[src/rtl/rxpp_pkg.sv]
package rxpp_pkg;

  // Which release sources fired in a cycle: bit 1 = software strobe, bit 0 = automatic.
  typedef enum logic [1:0] {
    REL_NONE   = 2'b00,
    REL_AUTO   = 2'b01,
    REL_MANUAL = 2'b10,
    REL_BOTH   = 2'b11
  } rel_src_e;

  function automatic rel_src_e rel_kind(input logic manual, input logic auto_hit);
    return rel_src_e'({manual, auto_hit});
  endfunction

endpackage

[src/rtl/rxpp_store.sv]
module rxpp_store #(
  parameter int DATA_W = 8,
  parameter int ADDR_W = 7
) (
  input  logic              clk,
  input  logic              we,
  input  logic [ADDR_W-1:0] waddr,
  input  logic [DATA_W-1:0] wdata,
  input  logic              re,
  input  logic [ADDR_W-1:0] raddr,
  output logic [DATA_W-1:0] rdata
);
  localparam int WORDS = 2 ** ADDR_W;

  logic [DATA_W-1:0] mem [WORDS];

  // Simple dual-port memory with a registered read port, so block RAM can be inferred.
  always_ff @(posedge clk) begin
    if (we) mem[waddr] <= wdata;
    if (re) rdata <= mem[raddr];
  end

endmodule

[src/rtl/rxpp_bank.sv]
module rxpp_bank #(
  parameter int DEPTH = 64,
  parameter int CNT_W = 7
) (
  input  logic             clk,
  input  logic             rst,
  input  logic             wr_byte,
  input  logic             wr_close,
  input  logic             rd_step,
  input  logic             release_i,
  output logic             full,
  output logic [CNT_W-1:0] len,
  output logic [CNT_W-1:0] rptr,
  output logic [CNT_W-1:0] wcnt
);

  always_ff @(posedge clk) begin
    if (rst) begin
      full <= 1'b0;
      len  <= '0;
      rptr <= '0;
      wcnt <= '0;
    end else begin
      if (wr_byte) begin
        if (wr_close) begin
          full <= 1'b1;
          len  <= wcnt + 1'b1;
          wcnt <= '0;
        end else begin
          wcnt <= wcnt + 1'b1;
        end
      end
      if (release_i) begin
        full <= 1'b0;
        rptr <= '0;
      end else if (rd_step) begin
        rptr <= rptr + 1'b1;
      end
    end
  end

  AST_BANK_NO_OVERWRITE: assert property (@(posedge clk) disable iff (rst)
    wr_byte |-> !full);
  AST_LEN_RANGE: assert property (@(posedge clk) disable iff (rst)
    full |-> (len != '0 && len <= CNT_W'(DEPTH)));
  AST_RPTR_BOUND: assert property (@(posedge clk) disable iff (rst)
    full |-> (rptr <= len));
  AST_STEP_ONLY_FULL: assert property (@(posedge clk) disable iff (rst)
    rd_step |-> full);

endmodule

[src/rtl/rxpp_req.sv]
module rxpp_req #(
  parameter int NUM_LINES = 2
) (
  input  logic                 clk,
  input  logic                 rst,
  input  logic                 dma_en,
  input  logic                 req_sel,
  input  logic                 any_full,
  output logic [NUM_LINES-1:0] dreq_n
);

  for (genvar g = 0; g < NUM_LINES; g++) begin : g_line
    always_ff @(posedge clk) begin
      if (rst) dreq_n[g] <= 1'b1;
      else     dreq_n[g] <= !(dma_en && any_full && (32'(req_sel) == g));
    end
  end

  AST_REQ_ONE_LINE: assert property (@(posedge clk) disable iff (rst)
    $onehot0(~dreq_n));
  AST_REQ_IDLE_HIGH: assert property (@(posedge clk) disable iff (rst)
    (!any_full || !dma_en) |=> (&dreq_n));

endmodule

[src/rtl/rxpp_ep_buf.sv]
module rxpp_ep_buf
  import rxpp_pkg::*;
#(
  parameter int DATA_W = 8,
  parameter int DEPTH  = 64
) (
  input  logic              clk,
  input  logic              rst,
  input  logic              wr_valid,
  input  logic [DATA_W-1:0] wr_data,
  input  logic              wr_last,
  output logic              wr_ready,
  input  logic              rd_en,
  output logic [DATA_W-1:0] rd_data,
  input  logic              rd_done,
  input  logic              dma_en,
  input  logic              req_sel,
  output logic              dreq0_n,
  output logic              dreq1_n,
  output logic              underrun,
  output logic              misuse
);
  localparam int PTR_W  = $clog2(DEPTH);
  localparam int CNT_W  = $clog2(DEPTH + 1);
  localparam int ADDR_W = PTR_W + 1;
  localparam int BANKS  = 2;

  logic             wsel, rsel;
  logic [BANKS-1:0] full;
  logic [CNT_W-1:0] len  [BANKS];
  logic [CNT_W-1:0] rptr [BANKS];
  logic [CNT_W-1:0] wcnt [BANKS];

  logic wr_fire, wr_end, rd_ok, last_rd, auto_rel, man_rel, rel;
  logic rd_zero;
  logic [DATA_W-1:0] ram_q;
  logic [1:0] dreq_n;
  rel_src_e rel_src;

  // Write side
  assign wr_ready = !full[wsel];
  assign wr_fire  = wr_valid && wr_ready;
  assign wr_end   = wr_fire && (wr_last || (wcnt[wsel] == CNT_W'(DEPTH - 1)));

  // Read side and release
  assign rd_ok    = rd_en && full[rsel] && (rptr[rsel] != len[rsel]);
  assign last_rd  = rd_ok && (CNT_W'(rptr[rsel] + 1'b1) == len[rsel]);
  assign auto_rel = dma_en && last_rd;
  assign man_rel  = rd_done && full[rsel];
  assign rel_src  = rel_kind(man_rel, auto_rel);
  assign rel      = (rel_src != REL_NONE);

  for (genvar b = 0; b < BANKS; b++) begin : g_bank
    rxpp_bank #(.DEPTH(DEPTH), .CNT_W(CNT_W)) bank_i (
      .clk       (clk),
      .rst       (rst),
      .wr_byte   (wr_fire && (32'(wsel) == b)),
      .wr_close  (wr_end  && (32'(wsel) == b)),
      .rd_step   (rd_ok   && (32'(rsel) == b)),
      .release_i (rel     && (32'(rsel) == b)),
      .full      (full[b]),
      .len       (len[b]),
      .rptr      (rptr[b]),
      .wcnt      (wcnt[b])
    );
  end

  rxpp_store #(.DATA_W(DATA_W), .ADDR_W(ADDR_W)) store_i (
    .clk   (clk),
    .we    (wr_fire),
    .waddr ({wsel, wcnt[wsel][PTR_W-1:0]}),
    .wdata (wr_data),
    .re    (rd_ok),
    .raddr ({rsel, rptr[rsel][PTR_W-1:0]}),
    .rdata (ram_q)
  );

  rxpp_req #(.NUM_LINES(2)) req_i (
    .clk      (clk),
    .rst      (rst),
    .dma_en   (dma_en),
    .req_sel  (req_sel),
    .any_full (|full),
    .dreq_n   (dreq_n)
  );

  assign dreq0_n = dreq_n[0];
  assign dreq1_n = dreq_n[1];

  always_ff @(posedge clk) begin
    if (rst) begin
      wsel     <= 1'b0;
      rsel     <= 1'b0;
      underrun <= 1'b0;
      misuse   <= 1'b0;
      rd_zero  <= 1'b1;
    end else begin
      if (wr_end) wsel <= !wsel;
      if (rel)    rsel <= !rsel;
      if (rd_en && !rd_ok)  underrun <= 1'b1;
      if (rd_done && dma_en) misuse <= 1'b1;
      if (rd_en) rd_zero <= !rd_ok;
    end
  end

  assign rd_data = rd_zero ? '0 : ram_q;

  AST_WR_BLOCKED: assert property (@(posedge clk) disable iff (rst)
    (&full) |-> !wr_ready);
  AST_AUTO_TOGGLE: assert property (@(posedge clk) disable iff (rst)
    (dma_en && last_rd) |=> (rsel != $past(rsel)));
  AST_MANUAL_HOLD: assert property (@(posedge clk) disable iff (rst)
    (!dma_en && !rd_done) |=> $stable(rsel));
  AST_UNDERRUN_STICKY: assert property (@(posedge clk) disable iff (rst)
    underrun |=> underrun);
  AST_ZERO_ON_EMPTY: assert property (@(posedge clk) disable iff (rst)
    (rd_en && !rd_ok) |=> (rd_data == '0));
  AST_MISUSE_FLAG: assert property (@(posedge clk) disable iff (rst)
    (rd_done && dma_en) |=> misuse);
  AST_WSEL_ON_CLOSE: assert property (@(posedge clk) disable iff (rst)
    (wr_fire && !wr_end) |=> $stable(wsel));

endmodule

[config.mk]
export PLATFORM = sky130hd
export DESIGN_NAME = rxpp_ep_buf
export DESIGN_NICKNAME = d
export VERILOG_FILES = /design/src/rtl/rxpp_pkg.sv /design/src/rtl/rxpp_store.sv /design/src/rtl/rxpp_bank.sv /design/src/rtl/rxpp_req.sv /design/src/rtl/rxpp_ep_buf.sv
export SDC_FILE = /design/constraint.sdc
export NUM_CORES = 1
export LEC_CHECK = 0
export BUFFER_PORTS_ARGS = -buffer_cell sky130_fd_sc_hd__buf_2
export CORE_UTILIZATION = 45
export CTS_CLUSTER_SIZE = 20
export DETAILED_ROUTE_END_ITERATION = 16
export PLACE_DENSITY = 0.65
export SYNTH_ARGS = -nofsm -noshare
export SYNTH_HDL_FRONTEND = slang
export SYNTH_HIERARCHICAL = 1
export SYNTH_SLANG_ARGS = --single-unit
export TNS_END_PERCENT = 100
[constraint.sdc]
create_clock -name clk -period 3.91 [get_ports clk]
set_input_delay 0.1955 -clock clk [delete_from_list [all_inputs] [get_ports clk]]
set_output_delay 0.1955 -clock clk [all_outputs]
set_load 0.05 [all_outputs]
**After elaboration in Yosys (flattened, before gate mapping)**

Memories as Yosys holds them, arrays and structs flattened. A register that Yosys moved wholly into a read port is not among the register bits.
Cells that the tools add are included.

- Bits in registers: 51
- ROM bits: 0
- Output and inout port bits: 13
- Memories: 1
- Bits of input ports: 16
- Latch bits: 0
- Bits in writable memories: 1,024
- Word-level logic and storage cells: 84

Memories:

| memory | words | bits a word | read ports | clocked after Yosys merged registers in | wr ports | line | source |
|---|---|---|---|---|---|---|---|
| store_i.mem | 128 | 8 | 1 | 1 | 1 | rxpp_store.sv:15 | `logic [DATA_W-1:0] mem [WORDS];` |

- Equal/unequal tests: 3
- Bitwise gates (word level): 5
- Shift operators: 0
- Div/mod/pow operators: 0
- Multipliers: 0
- Reduce and logical (&&, ||, !) cells: 33
- Mux-type cells: 18
- Order comparisons: 4
- Add/sub/neg operators: 5

Operators by type and width:

| kind | number |
|---|---|
| $mux W7 | 11 |
| $add A7 B1 Y7 const B | 5 |
| $logic_and A1 B1 Y1 | 20 |
| $mux W8 | 1 |
| $eq A7 B6 Y1 const B | 1 |
| $eq A7 B7 Y1 | 1 |
| $ne A7 B7 Y1 | 1 |
| $logic_not A1 Y1 | 6 |
| $mux W1 | 6 |
| $reduce_or A2 Y1 | 3 |
| $ge A2 B2 Y1 const B | 2 |
| $lt A1 B2 Y1 const B | 2 |
| $not A1 Y2 | 2 |
| $reduce_and A2 Y1 | 2 |
| $not A1 Y1 | 3 |
| $reduce_bool A2 Y1 | 1 |
| $logic_or A1 B1 Y1 | 1 |

**Depth between registers and ports, before layout**

Gate-level depths: netlist of run 1.

- Depth after elaboration: 11
- Gate-level depth with buffers: 13
- Gate-level depth less buffers: 10

**Modules after synthesis**

Netlist of run 1, hierarchy kept.

By module, submodules not included:

| module | sequential area each (um^2) | instances | area each (um^2) | cells each |
|---|---|---|---|---|
| rxpp_store | 30,989.7 | 1 | 39,745.6 | 1,635 |
| rxpp_bank | 440.4 | 2 | 949.7 | 106 |
| rxpp_ep_buf | 100.1 | 1 | 1,021.0 | 120 |
| rxpp_req | 40.0 | 1 | 60.1 | 4 |

**Least setup slack after synthesis of run 1**

OpenSTA, ideal clock, no wires.

- Kind: reg-to-reg
- Start point: reg rsel
- End point: reg store_i.rdata[0], read port of store_i.mem, data pin
- Cell stages (with the launch flop): 10
- Clock period less this slack: 3,493 ps
- Path slack: 417 ps
- Arrival time: 3,233 ps
- Required time: 3,650 ps
- Path buffers: 4
- Cell sequence: dfxtp_1 buf_6 buf_2 mux2_2 clkbuf_1 buf_1 mux4_2 mux4_2 mux4_2 mux2_2

- Word-level cells in the longest chain between the ends: 6

RTL lines:

| element | line | source |
|---|---|---|
| start: declaration | rxpp_ep_buf.sv:28 | `logic wsel, rsel;` |
| start signal: assignment | rxpp_ep_buf.sv:99 | `if (rel) rsel <= !rsel;` |
| $not A1 Y2 (implied by the code) | rxpp_ep_buf.sv:46, rxpp_ep_buf.sv:74 |  |
| $mux W7 (on tied branches) (3 in series) | rxpp_ep_buf.sv:74, rxpp_ep_buf.sv:46 |  |
| $ne A7 B7 Y1 | rxpp_ep_buf.sv:46 | `assign rd_ok = rd_en && full[rsel] && (rptr[rsel] != len[rsel]);` |
| $logic_and A1 B1 Y1 | rxpp_ep_buf.sv:46 |  |
| end: declaration | rxpp_store.sv:11 | `output logic [DATA_W-1:0] rdata` |

Several ways; a longest one is shown, not always the timed one. The select of a mux whose other input is x is not followed.
A chain may end at the register's enable or synchronous reset.

**Final worst setup path of run 1**

- Start point: reg g_bank[1].bank_i.rptr[0]
- End point: reg store_i.rdata[5], read port of store_i.mem, data pin

- Word-level cells in the longest chain between the ends: 5

RTL lines:

| element | line | source |
|---|---|---|
| start: declaration | rxpp_bank.sv:13 | `output logic [CNT_W-1:0] rptr,` |
| start signal: assignment | rxpp_bank.sv:37 | `rptr <= rptr + 1'b1;` |
| $mux W7 (implied by the code) (*) (3 in series) | rxpp_ep_buf.sv:74 | `.raddr ({rsel, rptr[rsel][PTR_W-1:0]}),` |
| $ne A7 B7 Y1 | rxpp_ep_buf.sv:46 |  |
| $logic_and A1 B1 Y1 | rxpp_ep_buf.sv:46 |  |

Every way passes the cells marked *; elsewhere a longest branch is shown, timed or not. The select of a mux whose other input is x is not followed.

==> summary.txt, run 1 <==
share of Yosys cell area claimed by the top area cell type: 72.53%
number of enable flip-flop cells after synthesis: 1032
I/O pins: 29
Crit. End Element: flop
layout cell share with drive strength beyond 1: 33.97%
initial core utilization: 45.57%
critical path fanouts, max: 32
predominant post-synthesis flop cell: edfxtp_1
sequential share of power: 52.6%
Crit path max-delay family: multiplexers
final count of pins violating max slew: 0
final-report hold violation count: 0
Detail Placement HPWL: 62.26 mm
Mapped Cells: 1971
post-CTS setup buffer count: 0
crit path kind: flop to flop
Max VDD drop: 0.3995 mV
die height: 310.1 um
Syn Std Cell Area: 0.04273 mm^2
fin util: 52.93%
required time worst endpoint: 4.35 ns
Layout area overhead: 16.13%
via count: 20690
Distinct cells, synth: 61
Clock Tree Buf Depth: 3
GPL Wtd Cong: 0.8261
Root Buffer Master: clkbuf_16
Placement Cell Area: 0.04581 mm^2
drt initial violations: 2083
post-synthesis async set-or-reset flop share: 0%
Clk pwr share: 44.7%
Comb pwr share: 2.6%
syn avg cell area: 21.68 um^2
Synth warnings: 6
Peak Freq: 288.2 MHz
vias in the first global route: 21370
most frequent cell after synthesis: edfxtp_1
DR pass1 iterations: 5
Die W: 310.1 um
Buf/Inv on CP: 1
floorplan row count: 112
Worst Hold Class: input pin to flop
Reg clk slew, reported paths: 0.06 ns
critical path launch point type: flop
CTS H-Tree Depth: 3
GRT Total Usage: 20.76%
post-synth top area cell: edfxtp_1
worst-case reg-to-reg path depth: 6
Most common cell on crit path: mux4_2
WP data arrival: 3.91 ns
largest cells by area after synthesis: edfxtp_1 73%, mux4_2 18%, dfxtp_1 2.4%, nor2_1 1.4%, mux2_2 0.53%
pwr dens: 488.2 mW/mm^2
status: finished clean
Leak: 15.28 nW
Tcrit/Tclk final: 88.73%
number of remaining DRC errors: 0
initial antenna violation count: 2
CTS tree: done
post-route cell area: 0.04962 mm^2
clk sinks: 1083
top cells by count, synth: 1032 x edfxtp_1, 336 x mux4_2, 162 x nor2_1
endpoints failing setup: 0
clk_lat worst skew: 0.68 ns
first-pass GRT wire length: 143.4 mm
slowest stage delay, CP: 0.62 ns
Nets: 2247
reg2reg setup slack: 0.44 ns
TNS Setup: 0 ns
r2r startpoint: g_bank[1].bank_i/rptr[0]
full die area: 0.09618 mm^2
Post-Route WL: 97.72 mm
Critical Path Slowest Stage Cell: mux4_2
CTS Buf Count: 107
GRT overflow: 0
Max-Cap Viols: 0
Ant. Diodes: 0
maximum number of pins on one net before global-route repair: 102
critical path endpoint: store_i/rdata[5]
clk_skew: 0.03819 ns
Max-slew headroom: 20.41%
vias per std cell: 5.795
DR WL/cell: 27.36 um
Sw Share: 19.82%
Seq/Total Area, Yosys: 74.92%
Cell Int Power: 0.01942 W
Hold WS: 0.04018 ns
worst-path cell chain: mux2_8, buf_12, mux4_2, mux4_2, mux4_2, mux2_2
Psw: 0.004800 W
post-route ant nets: 0
r2r endpoint: store_i/rdata[5]
Post-Syn Nets: 1992
Setup crit start: g_bank[1].bank_i/rptr[0]
Synth Register Bits: 1083
Tmin final: 3.469 ns
Stages on worst setup path: 6
RSZ-0062 raised after global routing: no
slew at the pin closest to its max-slew limit: 1.194 ns
area of the core: 0.09375 mm^2
Port Buffers: 28
power groups by stage:
stage	clock, W	sequential [W]	combinational [W]
global placement	0	0.0130	0.000613
floorplan	0	0.0130	0.000290
global route	0.0114	0.0127	0.000677
detailed placement	0	0.0130	0.000638
CTS	0.0110	0.0127	0.000643
finish	0.0108	0.0128	0.000637
layout make-up:
cell class                 instances  area, um^2
fill                            7145       44130
sequential                      1083       32010
multi-input combinational        780       10220
clock buffer                     127        2868
timing repair buffer             247        2029
tap                             1254        1569
clock inverter                    73       887.1
inverter                           7       33.78
sequential cells by signal, summed over array words and instances (netlist names):
register / flops
req_i/dreq_n: 2
g_bank.bank_i/rptr: 14
underrun: 1
misuse: 1
store_i/rdata: 8
rd_zero: 1
rsel: 1
g_bank.bank_i/wcnt: 14
g_bank.bank_i/full: 2
store_i/mem: 1024
g_bank.bank_i/len: 14
wsel: 1
worst register-to-register path: cells and delay by family, from the launching register on:
family / cells / cell delay, ns
buffers and inverters: 1 / 0.29
DFF: 1 / 0.48
muxes: 5 / 2.47
metrics by stage:
step / setup slack (ns) / instances / total power, W
2_1_floorplan: 0.4168 / 1971 / 0.01328
3_3_place_gp: 0.4112 / 3366 / 0.01361
3_5_place_dp: 0.4235 / 3366 / 0.01364
4_1_cts: 0.4364 / 3571 / 0.02442
5_1_grt: 0.3691 / 3571 / 0.02487
6_report: 0.4406 / 3571 / 0.02422
metal layers:
layer	vias to the layer above	share of wire, %	track usage, %
li1	8752	-	-
met5	-	0.013	0
met4	2	3.3	7.091
met2	806	48	32.98
met3	157	7.2	4.311
met1	10980	41	28.73
cells in the final DEF (no fill, tap or decap), types with 17 or more instances in the layout:
cell,count
edfxtp_1,1032
mux4_2,336
buf_4,205
nor2_1,162
clkbuf_16,111
dfxtp_1,50
nand2_1,40
clkinv_1,21
nand3_1,20
buf_2,20
bufinv_16,19
xor2_1,18
mux2_2,17
buf_12,17
worst min path at each step:
stage | slack (ns) | startpoint | to | cells past startpoint
CTS | 0.007 | wr_valid | wsel | 5
detailed placement | 0.41 | req_sel | req_i/dreq_n[1] | 2
floorplan | 0.26 | rst | underrun | 1
finish | 0.04 | wr_valid | wsel | 5
global placement | 0.40 | req_sel | req_i/dreq_n[1] | 2
global route | 0.07 | wr_valid | wsel | 5
cells by family after synthesis:
group	count (synthesis)	share of synthesized area (%)
flip-flops	1083	74.92
multiplexers	368	18.56
AND/OR/NAND/NOR	311	3.400
buffers and inverters	108	1.233
AO/OA/AOI/OAI	63	1.066
XOR/XNOR	33	0.6765
adder cells (fa/ha/maj)	5	0.1464
what timing repair did:
| item | CTS | global route |
|---|---|---|
| endpoints found under the setup margin | 0 | 0 |
| gates resized for setup | 0 | 0 |
| hold buffers | 5 | 0 |
| endpoints found under the hold margin | 5 | 0 |
Power figures use the tool's default switching activity.
==> run 2, diff against run 1 <==
--- a/config.mk
+++ b/config.mk
@@ -6,10 +6,10 @@
 export NUM_CORES = 1
 export LEC_CHECK = 0
 export BUFFER_PORTS_ARGS = -buffer_cell sky130_fd_sc_hd__buf_2
-export CORE_UTILIZATION = 45
+export CORE_UTILIZATION = 63
 export CTS_CLUSTER_SIZE = 20
 export DETAILED_ROUTE_END_ITERATION = 16
-export PLACE_DENSITY = 0.65
+export PLACE_DENSITY = 0.84
 export SYNTH_ARGS = -nofsm -noshare
 export SYNTH_HDL_FRONTEND = slang
 export SYNTH_HIERARCHICAL = 1
==> run 2 against run 1 <==
Effect of this change:
- die area fell by 28%
- total power shrank 3.0%
- critical path depth up 1
- utilization is 19 points higher
- hold slack lost 0.028 ns
- non-clock buffer count decreased by 86
==> summary.txt, run 2 (synthesis gave the netlist of run 1 again) <==
drt initial violations: 3455 (+66%)
Leak: 14.65 nW (-4.1%)
GRT overflow: 0 (unchanged)
CTS resizes: 0 (unchanged)
Crit. End Element: flop
via count: 22030 (+6.5%)
Worst Hold Class: input pin to flop
GPL Wtd Cong: 0.8419 (+1.9%)
final-report hold violation count: 0 (unchanged)
layout cell share with drive strength beyond 1: 30.90% (-3.1 points)
WP data arrival: 4.16 ns (+0.25 ns)
floorplan row count: 95 (-15%)
TNS Setup: 0 ns (unchanged)
vias in the first global route: 22350 (+4.6%)
max FFs per register: 1024 (unchanged)
post-route ant nets: 0 (unchanged)
Ant. Diodes: 0 (unchanged)
initial antenna violation count: 1 (-1)
Die W: 262.4 um (-15%)
pwr dens: 488.9 mW/mm^2 (+0.13%)
Tmin final: 3.741 ns (+0.2713 ns)
CTS tree: done
full die area: 0.06886 mm^2 (-28%)
Most common cell on crit path: mux4_2
maximum number of pins on one net before global-route repair: 106 (+3.9%)
Reg with most FFs: store_i/mem
RSZ-0062 raised after global routing: no
I/O pins: 29 (unchanged)
Post-Route WL: 106.4 mm (+8.9%)
critical path fanouts, max: 28 (-13%)
Hold WS: 0.01258 ns (-0.02760 ns)
clk_skew: 0.02645 ns (-0.01174 ns)
crit path kind: flop to flop
Max-slew headroom: 19.39% (-1.0 points)
met2 wire length: 53.32 mm (+13%)
post-CTS setup buffer count: 0 (unchanged)
Detail Placement HPWL: 60.58 mm (-2.7%)
clk sinks: 1083 (unchanged)
area of the core: 0.06716 mm^2 (-28%)
Port Buffers: 28 (unchanged)
slowest stage delay, CP: 0.57 ns (-0.05 ns)
required time worst endpoint: 4.33 ns (-0.02 ns)
Root Buffer Master: clkbuf_16
pre-CTS setup slack: 0.2471 ns (-0.1764 ns)
final worst setup slack: 0.1693 ns (-0.2713 ns)
worst-path cell chain: mux2_8, buf_12, buf_4, mux4_2, mux4_2, mux4_2, mux2_2
Routed met3 length: 10.59 mm (+50%)
Max VDD drop: 0.3911 mV (-2.1%)
vias per std cell: 7.117 (+23%)
Critical Path Slowest Stage Cell: mux4_2
Max-Cap Viols: 0 (unchanged)
WHS Path Cells: 1 (-4)
initial core utilization: 63.62% (+18 points)
Clock Tree Buf Depth: 3 (unchanged)
Peak Freq: 267.3 MHz (-7.3%)
GRT Total Usage: 31.67% (+11 points)
clk_lat worst skew: 0.68 ns (about the same)
met1 WL: 36.52 mm (-9.4%)
commonest non-fill, non-tap cell in the layout: edfxtp_1
Post-CTS Hold Fix Bufs: 5 (unchanged)
Fillers: 3500 (-51%)
first-pass GRT wire length: 155.2 mm (+8.2%)
status: finished clean
endpoints failing setup: 0 (unchanged)
most frequent cells in the layout: 1032 x edfxtp_1, 336 x mux4_2, 162 x nor2_1
post-route cell area: 0.04809 mm^2 (-3.1%)
number of remaining DRC errors: 0 (unchanged)
DR WL/cell: 34.36 um (+26%)
Tot Pwr: 0.02351 W (-3.0%)
Layout area overhead: 12.55%
final count of pins violating max slew: 0 (unchanged)
critical path launch point type: flop
CTS Buf Count: 102 (-4.7%)
worst-case reg-to-reg path depth: 7 (+1)
Placement Cell Area: 0.04463 mm^2 (-2.6%)
uppermost routed layer: met5
CTS H-Tree Depth: 3 (unchanged)
slew at the pin closest to its max-slew limit: 1.209 ns (+0.01532 ns)
die height: 262.4 um (-15%)
Reg clk slew, reported paths: 0.06 ns (about the same)
Tcrit/Tclk final: 95.67% (+6.9 points)
DR pass1 iterations: 6 (+1)
Nets: 2156 (-4.0%)
-- run 2: cell type report --
cell class              count  area, um^2  area share, %
multi-input cells         780       10220          21.25
flip-flops and latches   1083       32010          66.57
well taps                 873        1092          2.271
inverters                   7       33.78        0.07025
clock buffers             121        2666          5.545
repair buffers            161        1321          2.748
clock inverters            71       744.5          1.548
-- run 2: power by group --
part           internal, W  switching, W  leakage (nW)
logic             0.000196      0.000440          3.30
clock network      0.00576       0.00436          1.65
registers           0.0127     0.0000226          9.69
-- run 2: final timing paths --
check	startpoint	to	slack [ns]
max	g_bank[1].bank_i/rptr[0]	store_i/rdata[6]	0.17
min	wr_data[2]	store_i/mem[47][2]	0.01
max reg2reg	g_bank[1].bank_i/rptr[0]	store_i/rdata[6]	0.17
min reg2reg	underrun	underrun	0.45
-- run 2: worst max-delay path: cells and delay by family (launching register included) --
family | cells | cell delay [ns]
muxes | 5 | 2.48
DFF | 1 | 0.51
buffers and inverters | 2 | 0.46
-- run 2: per-layer routing --
metal	global-route usage, %	vias to the layer above
li1	-	8569
met1	41.84	11410
met2	52.09	1688
met3	5.557	366
met4	15.17	2
met5	0	-
-- run 2: stage by stage --
| step | instances | utilization [%] |
|---|---|---|
| floorplan | 1971 | - |
| global placement | 2899 | 66.45 |
| detailed placement | 2899 | 66.45 |
| CTS | 3096 | 71.60 |
| global route | 3096 | 71.60 |
| finish | 3096 | 71.60 |
